[src/rtl/sar_seq_pkg.sv]
package sar_seq_pkg;
  typedef enum logic [2:0] {
    PH_IDLE   = 3'd0,
    PH_SYNC_A = 3'd1,
    PH_TRACK  = 3'd2,
    PH_SYNC_M = 3'd3,
    PH_CONV   = 3'd4,
    PH_SYNC_B = 3'd5
  } phase_e;

  function automatic int unsigned max_u(input int unsigned a, input int unsigned b);
    return (a > b) ? a : b;
  endfunction
endpackage

[src/rtl/sar_clk_div.sv]
module sar_clk_div #(
  parameter int unsigned DIV_W = 5
) (
  input  logic             clk_i,
  input  logic             rst_ni,
  input  logic             run_i,
  input  logic [DIV_W-1:0] div_i,
  output logic             tick_o
);
  logic [DIV_W-1:0] cnt_q;

  assign tick_o = run_i && (cnt_q == div_i);

  always_ff @(posedge clk_i or negedge rst_ni) begin
    if (!rst_ni)                          cnt_q <= '0;
    else if (!run_i || cnt_q == div_i)    cnt_q <= '0;
    else                                  cnt_q <= cnt_q + 1'b1;
  end

  // back-to-back ticks only allowed for a one-cycle period
  p_tick_spacing_r5: assert property (@(posedge clk_i) disable iff (!rst_ni)
    (tick_o && div_i != '0 && run_i) |=> !tick_o);

  p_cnt_bound_r5: assert property (@(posedge clk_i) disable iff (!rst_ni)
    (run_i && $stable(div_i)) |-> (cnt_q <= div_i));
endmodule

[src/rtl/sar_phase_fsm.sv]
module sar_phase_fsm
  import sar_seq_pkg::*;
#(
  parameter int unsigned N_BITS  = 12,
  parameter int unsigned DIV_W   = 5,
  parameter int unsigned TCODE_W = 2,
  parameter int unsigned SP_W    = 5
) (
  input  logic               clk_i,
  input  logic               rst_ni,
  input  logic               start_i,
  input  logic               post_i,
  input  logic [TCODE_W-1:0] tcode_i,
  input  logic [DIV_W-1:0]   div_i,
  input  logic               tick_i,
  output phase_e             phase_o,
  output logic [SP_W-1:0]    sp_o,
  output logic [DIV_W-1:0]   div_q_o,
  output logic               done_o,
  output logic               busy_o
);
  localparam logic [SP_W-1:0] CONV_LAST = SP_W'(N_BITS);

  phase_e             phase_q;
  logic [SP_W-1:0]    sp_q;
  logic [DIV_W-1:0]   div_q;
  logic               post_q;
  logic [TCODE_W-1:0] tcode_q;
  logic               done_q;
  logic [SP_W-1:0]    trk_last;

  assign trk_last = (SP_W'(2) << tcode_q) - 1'b1;

  always_ff @(posedge clk_i or negedge rst_ni) begin
    if (!rst_ni) begin
      phase_q <= PH_IDLE;
      sp_q    <= '0;
      div_q   <= '0;
      post_q  <= 1'b0;
      tcode_q <= '0;
      done_q  <= 1'b0;
    end else begin
      done_q <= (phase_q == PH_SYNC_B);
      unique case (phase_q)
        PH_IDLE: if (start_i) begin
          phase_q <= PH_SYNC_A;
          div_q   <= div_i;
          post_q  <= post_i;
          tcode_q <= tcode_i;
        end
        PH_SYNC_A: begin
          sp_q    <= '0;
          phase_q <= post_q ? PH_TRACK : PH_CONV;
        end
        PH_TRACK: if (tick_i) begin
          if (sp_q == trk_last) begin
            sp_q    <= '0;
            phase_q <= PH_SYNC_M;
          end else sp_q <= sp_q + 1'b1;
        end
        PH_SYNC_M: begin
          sp_q    <= '0;
          phase_q <= PH_CONV;
        end
        PH_CONV: if (tick_i) begin
          if (sp_q == CONV_LAST) phase_q <= PH_SYNC_B;
          else                   sp_q    <= sp_q + 1'b1;
        end
        PH_SYNC_B: phase_q <= PH_IDLE;
        default:   phase_q <= PH_IDLE;
      endcase
    end
  end

  assign phase_o = phase_q;
  assign sp_o    = sp_q;
  assign div_q_o = div_q;
  assign done_o  = done_q;
  assign busy_o  = (phase_q != PH_IDLE);

  p_start_ignored_r9: assert property (@(posedge clk_i) disable iff (!rst_ni)
    (busy_o && phase_q != PH_SYNC_B) |=> busy_o);

  p_cfg_hold_r12: assert property (@(posedge clk_i) disable iff (!rst_ni)
    (busy_o && $past(busy_o)) |-> ($stable(div_q) && $stable(post_q) && $stable(tcode_q)));

  p_done_pulse_r8: assert property (@(posedge clk_i) disable iff (!rst_ni)
    done_o |=> !done_o);

  p_done_idle_r10: assert property (@(posedge clk_i) disable iff (!rst_ni)
    done_o |-> !busy_o);
endmodule

[src/rtl/sar_bit_reg.sv]
module sar_bit_reg #(
  parameter int unsigned N_BITS = 12,
  parameter int unsigned SP_W   = 5
) (
  input  logic              clk_i,
  input  logic              rst_ni,
  input  logic              clear_i,
  input  logic              conv_i,
  input  logic              load_i,
  input  logic [SP_W-1:0]   sp_i,
  input  logic              tick_i,
  input  logic              cmp_i,
  output logic [N_BITS-1:0] strobe_o,
  output logic [N_BITS-1:0] trial_o,
  output logic [N_BITS-1:0] result_o
);
  logic [N_BITS-1:0] sel;
  logic [N_BITS-1:0] sar_q;
  logic [N_BITS-1:0] res_q;

  // bit i is under test in SAR period N_BITS-1-i (MSB first)
  for (genvar i = 0; i < N_BITS; i++) begin : g_sel
    assign sel[i] = conv_i && (sp_i == SP_W'(N_BITS - 1 - i));
  end

  assign strobe_o = tick_i ? sel : '0;
  assign trial_o  = sar_q | sel;
  assign result_o = res_q;

  always_ff @(posedge clk_i or negedge rst_ni) begin
    if (!rst_ni) begin
      sar_q <= '0;
      res_q <= '0;
    end else begin
      if (clear_i)       sar_q <= '0;
      else if (|strobe_o) sar_q <= (sar_q & ~strobe_o) | (cmp_i ? strobe_o : '0);
      if (load_i)        res_q <= sar_q;
    end
  end

  p_strobe_onehot_r6: assert property (@(posedge clk_i) disable iff (!rst_ni)
    $onehot0(strobe_o));

  p_result_hold_r8: assert property (@(posedge clk_i) disable iff (!rst_ni)
    !load_i |=> $stable(result_o));

  p_keep_bit_r7: assert property (@(posedge clk_i) disable iff (!rst_ni)
    ((|strobe_o) && cmp_i) |=> ((sar_q & $past(strobe_o)) != '0));
endmodule

[src/rtl/sar_conv_seq.sv]
module sar_conv_seq
  import sar_seq_pkg::*;
#(
  parameter int unsigned N_BITS  = 12,
  parameter int unsigned DIV_W   = 5,
  parameter int unsigned TCODE_W = 2
) (
  input  logic               clk_i,
  input  logic               rst_ni,
  input  logic               start_i,
  input  logic               post_track_i,
  input  logic [TCODE_W-1:0] track_code_i,
  input  logic [DIV_W-1:0]   div_i,
  input  logic               cmp_i,
  output logic               track_o,
  output logic               busy_o,
  output logic [N_BITS-1:0]  bit_strobe_o,
  output logic [N_BITS-1:0]  trial_o,
  output logic [N_BITS-1:0]  result_o,
  output logic               done_o
);
  localparam int unsigned MAX_TRK = 2 << ((1 << TCODE_W) - 1);
  localparam int unsigned SP_W    = $clog2(max_u(MAX_TRK, N_BITS + 1) + 1);

  phase_e           phase;
  logic [SP_W-1:0]  sp;
  logic [DIV_W-1:0] div_q;
  logic             tick;
  logic             run;

  assign run     = (phase == PH_TRACK) || (phase == PH_CONV);
  assign track_o = ((phase == PH_IDLE) && !post_track_i) || (phase == PH_TRACK);

  sar_phase_fsm #(
    .N_BITS(N_BITS), .DIV_W(DIV_W), .TCODE_W(TCODE_W), .SP_W(SP_W)
  ) u_fsm (
    .clk_i   (clk_i),
    .rst_ni  (rst_ni),
    .start_i (start_i),
    .post_i  (post_track_i),
    .tcode_i (track_code_i),
    .div_i   (div_i),
    .tick_i  (tick),
    .phase_o (phase),
    .sp_o    (sp),
    .div_q_o (div_q),
    .done_o  (done_o),
    .busy_o  (busy_o)
  );

  sar_clk_div #(.DIV_W(DIV_W)) u_div (
    .clk_i  (clk_i),
    .rst_ni (rst_ni),
    .run_i  (run),
    .div_i  (div_q),
    .tick_o (tick)
  );

  sar_bit_reg #(.N_BITS(N_BITS), .SP_W(SP_W)) u_sar (
    .clk_i    (clk_i),
    .rst_ni   (rst_ni),
    .clear_i  (phase == PH_SYNC_A),
    .conv_i   (phase == PH_CONV),
    .load_i   (phase == PH_SYNC_B),
    .sp_i     (sp),
    .tick_i   (tick),
    .cmp_i    (cmp_i),
    .strobe_o (bit_strobe_o),
    .trial_o  (trial_o),
    .result_o (result_o)
  );

  p_strobe_busy_r6: assert property (@(posedge clk_i) disable iff (!rst_ni)
    (|bit_strobe_o) |-> (busy_o && !track_o));

  p_track_post_r3: assert property (@(posedge clk_i) disable iff (!rst_ni)
    (busy_o && track_o) |=> (busy_o && !done_o));
endmodule

[config.mk]
export PLATFORM = sky130hd
export DESIGN_NAME = sar_conv_seq
export DESIGN_NICKNAME = d
export VERILOG_FILES = /design/src/rtl/sar_seq_pkg.sv /design/src/rtl/sar_clk_div.sv /design/src/rtl/sar_phase_fsm.sv /design/src/rtl/sar_bit_reg.sv /design/src/rtl/sar_conv_seq.sv
export SDC_FILE = /design/constraint.sdc
export NUM_CORES = 1
export LEC_CHECK = 0
export ABC_AREA = 1
export BUFFER_PORTS_ARGS = -buffer_cell sky130_fd_sc_hd__buf_2
export CORE_AREA = 4 4 88 90
export CTS_CLUSTER_DIAMETER = 200
export DETAILED_ROUTE_END_ITERATION = 12
export DIE_AREA = 0 0 92 94
export GPL_TIMING_DRIVEN = 1
export PLACE_DENSITY = 0.6
export SETUP_SLACK_MARGIN = 0.1
export SYNTH_ARGS = -nofsm -noshare
export SYNTH_HDL_FRONTEND = slang
export SYNTH_SLANG_ARGS = --single-unit
[constraint.sdc]
create_clock -name clk_i -period 1.9 [get_ports clk_i]
set_clock_uncertainty 0.15 [all_clocks]
set_input_delay 0.19 -clock clk_i [delete_from_list [all_inputs] [get_ports clk_i]]
set_output_delay 0.19 -clock clk_i [all_outputs]
set_load 0.02 [all_outputs]
# Yosys cells after proc, flatten, opt, wreduce, memory -nomap -nowiden
# Index checks and enable logic that the tools add are counted.
dict set report totals {
  ff_bits 46
  in_bits 12
}
dict set report op_classes {
  add_sub_neg 3
  n_eq_ne 25
  n_shift 1
  muxes 17
  bitwise_logic 4
  n_reduce_logical 29
}
# operator n
set ops {}
lappend ops {{2-to-1 mux 12 bit} 4}
lappend ops {{== test 5 x 4 -> 1 bit (second input constant)} 5}
lappend ops {{2-to-1 mux 5 bit} 5}
lappend ops {{OR 12 bit} 2}
lappend ops {{== test 5 x 3 -> 1 bit (second input constant)} 4}
lappend ops {{2-to-1 mux 3 bit} 6}
lappend ops {{one-hot mux 3 bit (5 select lines)} 1}
lappend ops {{one-hot mux 5 bit (3 select lines)} 1}
lappend ops {{logical AND 1 bit} 14}
lappend ops {{bitwise AND 12 bit} 1}
lappend ops {{inverter 12 bit} 1}
lappend ops {{OR reduction 12 bit} 1}
lappend ops {{adder 5 x 1 -> 5 bit (second input constant)} 2}
lappend ops {{== test 5 x 2 -> 1 bit (second input constant)} 2}
lappend ops {{== test 5 bit} 2}
lappend ops {{inequality test 2 bit (second input constant)} 4}
lappend ops {{== test 3 x 2 -> 1 bit (second input constant)} 2}
lappend ops {{== test 3 bit (second input constant)} 2}
lappend ops {{nonzero test 3 bit} 2}
lappend ops {{== test 5 x 1 -> 1 bit (second input constant)} 1}
lappend ops {{zero test 5 bit} 1}
lappend ops {{AND reduction 5 bit} 1}
lappend ops {{left shift 2 x 2 -> 5 bit (first input constant)} 1}
lappend ops {{subtractor 5 x 1 -> 5 bit (second input constant)} 1}
lappend ops {{9 further kinds} 13}

# Longest topological paths before layout
dict set report logic_depth {
  word_depth 9
  depth_mapped 11
  mapped_depth_nobuf 11
}

# Cells and area by module
# From an unflattened synthesis, not the netlist that was laid out.
dict set report unflattened {
  cells_unflattened 357
  area_unflattened_um2 2637.5
}
# mod instances cells_each area_per_inst_um2 seq_area_each_um2
set by_module_without_submodules {}
lappend by_module_without_submodules {sar_bit_reg 1 179 1300.0 600.6}
lappend by_module_without_submodules {sar_phase_fsm 1 122 970.9 425.4}
lappend by_module_without_submodules {sar_clk_div 1 43 315.3 125.1}
lappend by_module_without_submodules {sar_conv_seq 1 13 51.3 0.0}

# Least setup slack after synthesis
# Ideal clock, no wire load.
dict set report synth_path {
  path_type {register -> output}
  from {register u_fsm.phase_q[0], in the netlist u_fsm.phase_o[0]}
  to {output trial_o[0]}
  arrival_ps 1363
  t_required_ps 1560
  slack_ps 197
  stages_incl_launch_ff 5
  path_buffers 1
  cell_sequence {dfrtp_1 > nor2_2 > nand2_4 > buf_6 > o21ai_0}
}
dict set report synth_between {
  elab_chain_len 3
}
# item line
set synth_lines {}
lappend synth_lines {{start: declaration} sar_phase_fsm.sv:24} ;# phase_e phase_q;
lappend synth_lines {{start signal: assignment} sar_phase_fsm.sv:53} ;# phase_q <= post_q ? PH_TRACK : PH_CONV;
lappend synth_lines {{== test 3 bit} sar_conv_seq.sv:63} ;# .conv_i (phase == PH_CONV),
lappend synth_lines {{logical AND 1 bit} sar_bit_reg.sv:23} ;# assign sel[i] = conv_i && (sp_i == SP_W'(N_BITS - 1 - i));
lappend synth_lines {{OR 12 bit} sar_bit_reg.sv:27} ;# assign trial_o = sar_q | sel;
lappend synth_lines {{end: declaration} sar_conv_seq.sv:18} ;# output logic [N_BITS-1:0] trial_o,
# Every way passes these cells.

# Final worst setup path
dict set report layout_path {
  from {register u_fsm.phase_q[0], in the netlist u_fsm.phase_o[0]}
  to {output bit_strobe_o[7]}
}
dict set report layout_between {
  elab_chain_len 4
  word_cells_on_any_way 6
}
# item line
set layout_lines {}
lappend layout_lines {{== test 3 x 2 -> 1 bit or == test 3 bit (tied branches)} {sar_conv_seq.sv:31, sar_conv_seq.sv:63}}
lappend layout_lines {{logical OR 1 bit} sar_conv_seq.sv:31} ;# assign run = (phase == PH_TRACK) || (phase == PH_CONV);
lappend layout_lines {{logical AND 1 bit} sar_clk_div.sv:12} ;# assign tick_o = run_i && (cnt_q == div_i);
lappend layout_lines {{2-to-1 mux 12 bit (*)} sar_bit_reg.sv:26} ;# assign strobe_o = tick_i ? sel : '0;
lappend layout_lines {{end: declaration} sar_conv_seq.sv:17} ;# output logic [N_BITS-1:0] bit_strobe_o,
# Every way passes the cells marked *; elsewhere a longest branch is shown, timed or not.

==> results.yml <==
finish:
  layout-area-overhead-vs-synth_pct: 56.1
  insertedDiodeCount: 0
  drive_gt1_share_pct: 41.6
  fin_nets: 504
  final-instance-count-excl-fill: 587
detailed_routing:
  routed_wl_um: 7580
  drt-wirelength-per-cell_um: 12.9
  detail_route.first_pass.iterations: 5
  vias_per_cell: 4.80
  ant_nets: 0
  vias: 2816
  drc: 0
  drtIter0Drc: 138
timing:
  slew_headroom_pct: 70.0
  setup_repair_after_global_routing_missed_its_margin: "yes"
  timing.final.hold_violations: 0
  final-setup-viol-count: 23
  tightestPinTransition_ns: 0.450
  hold_ws_ns: 0.0130
  timing.final.crit_period_ns: 2.05
  period_share_pct: 108
  timing.final.ws_setup_ns: -0.148
  final-max-slew-violation-count: 0
  maximum_clock_rate_mhz: 488
power:
  fin_total_pwr_mw: 4.81
  irDropWorstVdd_uv: 633
  power.static_leakage_nw: 2.25
  power-per-cell-area_mw_per_mm2: 1140
clocking:
  ctsHtreeMaxLevel: 2
  clk_latency_ns: 0.30
  tritoncts: "built"
  cts_num_sinks: 46
  root_buffer: "sky130_fd_sc_hd__clkbuf_8"
  number_of_buffers_created_by_cts: 5
  cts.clk_slew.worst_paths_ns: 0.09
  clockBufferDepth: 2
floorplanning:
  die_width_um: 92
  io_pins: 51
  row_count: 31
  design.core.area_mm2: 0.00706
  die_y_um: 94
  initial_core_util_pct: 38.2
  fp.dieArea_mm2: 0.00865
flow_run:
  drv_cap: 0
outcome:
  failed_checks: "setup timing"
  outcome: "complete, but fails checks"
worst_setup_path:
  crit_arrival_ns: 1.71
  slowest_delay_ns: 0.46
  critical_path.cell_chain: "nor2_4, buf_4, nand2_4, nor3_4, nand3_2, inv_1, buf_4"
  crit_path_max_fanout: 6
  cpMaxStageDelayCell: "sky130_fd_sc_hd__dfrtp_2"
  critical_path.n_buffers_inverters: 3
  largest_delay_share_family_worst_path: "simple AND/OR/NAND/NOR gates"
  worst_setup_path_end_kind: "primary output"
  critPathKind: "register to primary output"
  worst-endpoint-required_ns: 1.56
  path_common_cell: "sky130_fd_sc_hd__buf_4"
  startpoint_type: "register"
global_route:
  grt_pass1_wl_um: 12500
  grt_pass1_vias: 2675
  grt_use_total_pct: 17.6
  initial_antenna_violation_count: 0
  grt_overflow: 0
  pin_count_of_the_biggest_net_entering_global_routing: 30
synth:
  ys_seq_area_share_pct: 42.7
  synth.ff_latch_count: 46
  total_number_of_yosys_warnings: 0
  syn-instance-count: 378
  ys_top_cells_by_area: "sky130_fd_sc_hd__dfrtp_1 43%, sky130_fd_sc_hd__nand2_1 14%, sky130_fd_sc_hd__inv_1 7.9%"
  synth_top_area_cell: "sky130_fd_sc_hd__dfrtp_1"
  post_synth_instance_area_mm2: 0.00270
  syn_nets: 395
  synth_top_area_share_pct: 42.7
  synth_cell_types: 28
  post_synth.cell_area_avg_um2: 7.14
placement:
  placedCellCount: 529
  pre_cts_slack_ns: -0.0404
  gp_routability_congestion: 0.811
  post-dp-hpwl_um: 4820
  place.port_buffers: 50
hold_path:
  worst_hold_path_type: "input port to register"
==> cell usage after synthesis, drive strengths merged <==
cell	count
nand2	100
inv	67
nor2	48
dfrtp	46
nand3	31
o21ai	23
nand4	14
a21oi	8
buf	8
nor3	8
or2	6
ha	5
clkbuf	4
xor2	4
xnor2	2
clkinv	1
mux2	1
nor3b	1
o22ai	1
==> metal layers <==
layer  wire, µm  up-vias  GRT usage (%)
li1           -     1388              -
met1       3120     1323           20.8
met2       3930       89           32.8
met3        363       16           2.88
met4        164        0           5.07
met5          0        -              0
==> metrics by stage <==
stage | util [%] | cell area [µm²] | setup TNS [ns]
2_1_floorplan | - | 2700 | 0
3_3_place_gp | 44.6 | 3150 | 0
3_5_place_dp | 44.6 | 3150 | -0.0404
4_1_cts | 53.1 | 3750 | -2.27
5_1_grt | 59.7 | 4210 | -4.53
6_report | 59.7 | 4210 | -2.08
==> power by group <==
part | total, mW | switching, mW | internal, mW
sequential | 1.31 | 0.161 | 1.15
clock | 0.767 | 0.372 | 0.395
combinational | 2.73 | 1.56 | 1.17
==> tightest hold or removal path, stage by stage <==
cell                      delay (ns)
sky130_fd_sc_hd__buf_2          0.10
sky130_fd_sc_hd__nor2_1         0.04
sky130_fd_sc_hd__a21oi_1        0.10
==> cell usage in the layout (no fill, tap or decap), types with 8 or more instances in the layout <==
master                          instances
sky130_fd_sc_hd__a21oi_1                8
sky130_fd_sc_hd__buf_2                 25
sky130_fd_sc_hd__buf_4                 51
sky130_fd_sc_hd__buf_6                 21
sky130_fd_sc_hd__dfrtp_1               39
sky130_fd_sc_hd__dlygate4sd3_1          8
sky130_fd_sc_hd__inv_1                 49
sky130_fd_sc_hd__inv_2                 16
sky130_fd_sc_hd__nand2_1               88
sky130_fd_sc_hd__nand3_1               19
sky130_fd_sc_hd__nand3_2               12
sky130_fd_sc_hd__nand4_1               14
sky130_fd_sc_hd__nor2_1                35
sky130_fd_sc_hd__nor2_2                 8
sky130_fd_sc_hd__o21ai_0               11
==> layout make-up <==
type                       count  area [µm²]
clock buffer                   5        68.8
clock inverter                 3        43.8
fill                         628        2850
inverter                      68         263
multi-input combinational    253        1570
sequential                    46        1160
tap                           99         124
timing repair buffer         113         987
==> logic make-up after synthesis <==
kind of cell	Yosys count	share of synthesized area [%]
and+or+nand+nor	208	34.6
buffers and inverters	80	12.1
DFF	46	42.7
AOI/OAI and AO/OA	32	5.98
xor gates and xnor gates	6	1.95
adders and majority gates	5	2.32
muxes	1	0.417
==> flip-flops by register name, summed over array words and instances (netlist names) <==
name            count
u_div.cnt_q         5
u_fsm.div_q_o       5
u_fsm.done_o        1
u_fsm.phase_o       3
u_fsm.post_q        1
u_fsm.sp_o          5
u_fsm.tcode_q       2
u_sar.result_o     12
u_sar.sar_q        12
==> what timing repair did <==
action                     in CTS  in global routing
hold buffers                    8                  0
setup buffers                  18                 24
hold endpoints to repair       24                  0
setup endpoints to repair      31                 43
cloned                          2                  0
resized for setup              67                 82
pin swaps                      17                 23
==> final timing paths <==
path	endpoint	startpoint	slack, ns	depth (start not counted)
min in group asynchronous	u_sar.result_o[3]$_DFFE_PN0P_	rst_ni	0.20	2
worst max register to register	u_fsm.sp_o[2]$_DFFE_PN0P_	u_div.cnt_q[1]$_DFF_PN0_	0.02	15
max in group asynchronous	u_fsm.sp_o[2]$_DFFE_PN0P_	rst_ni	0.87	3
worst min register to register	u_sar.result_o[9]$_DFFE_PN0P_	u_sar.result_o[9]$_DFFE_PN0P_	0.34	2
worst max-delay path	bit_strobe_o[7]	u_fsm.phase_o[0]$_DFFE_PN0P_	-0.15	7
worst min-delay path	u_fsm.post_q$_DFFE_PN0P_	post_track_i	0.01	3
(Power assumes the default switching activity.)
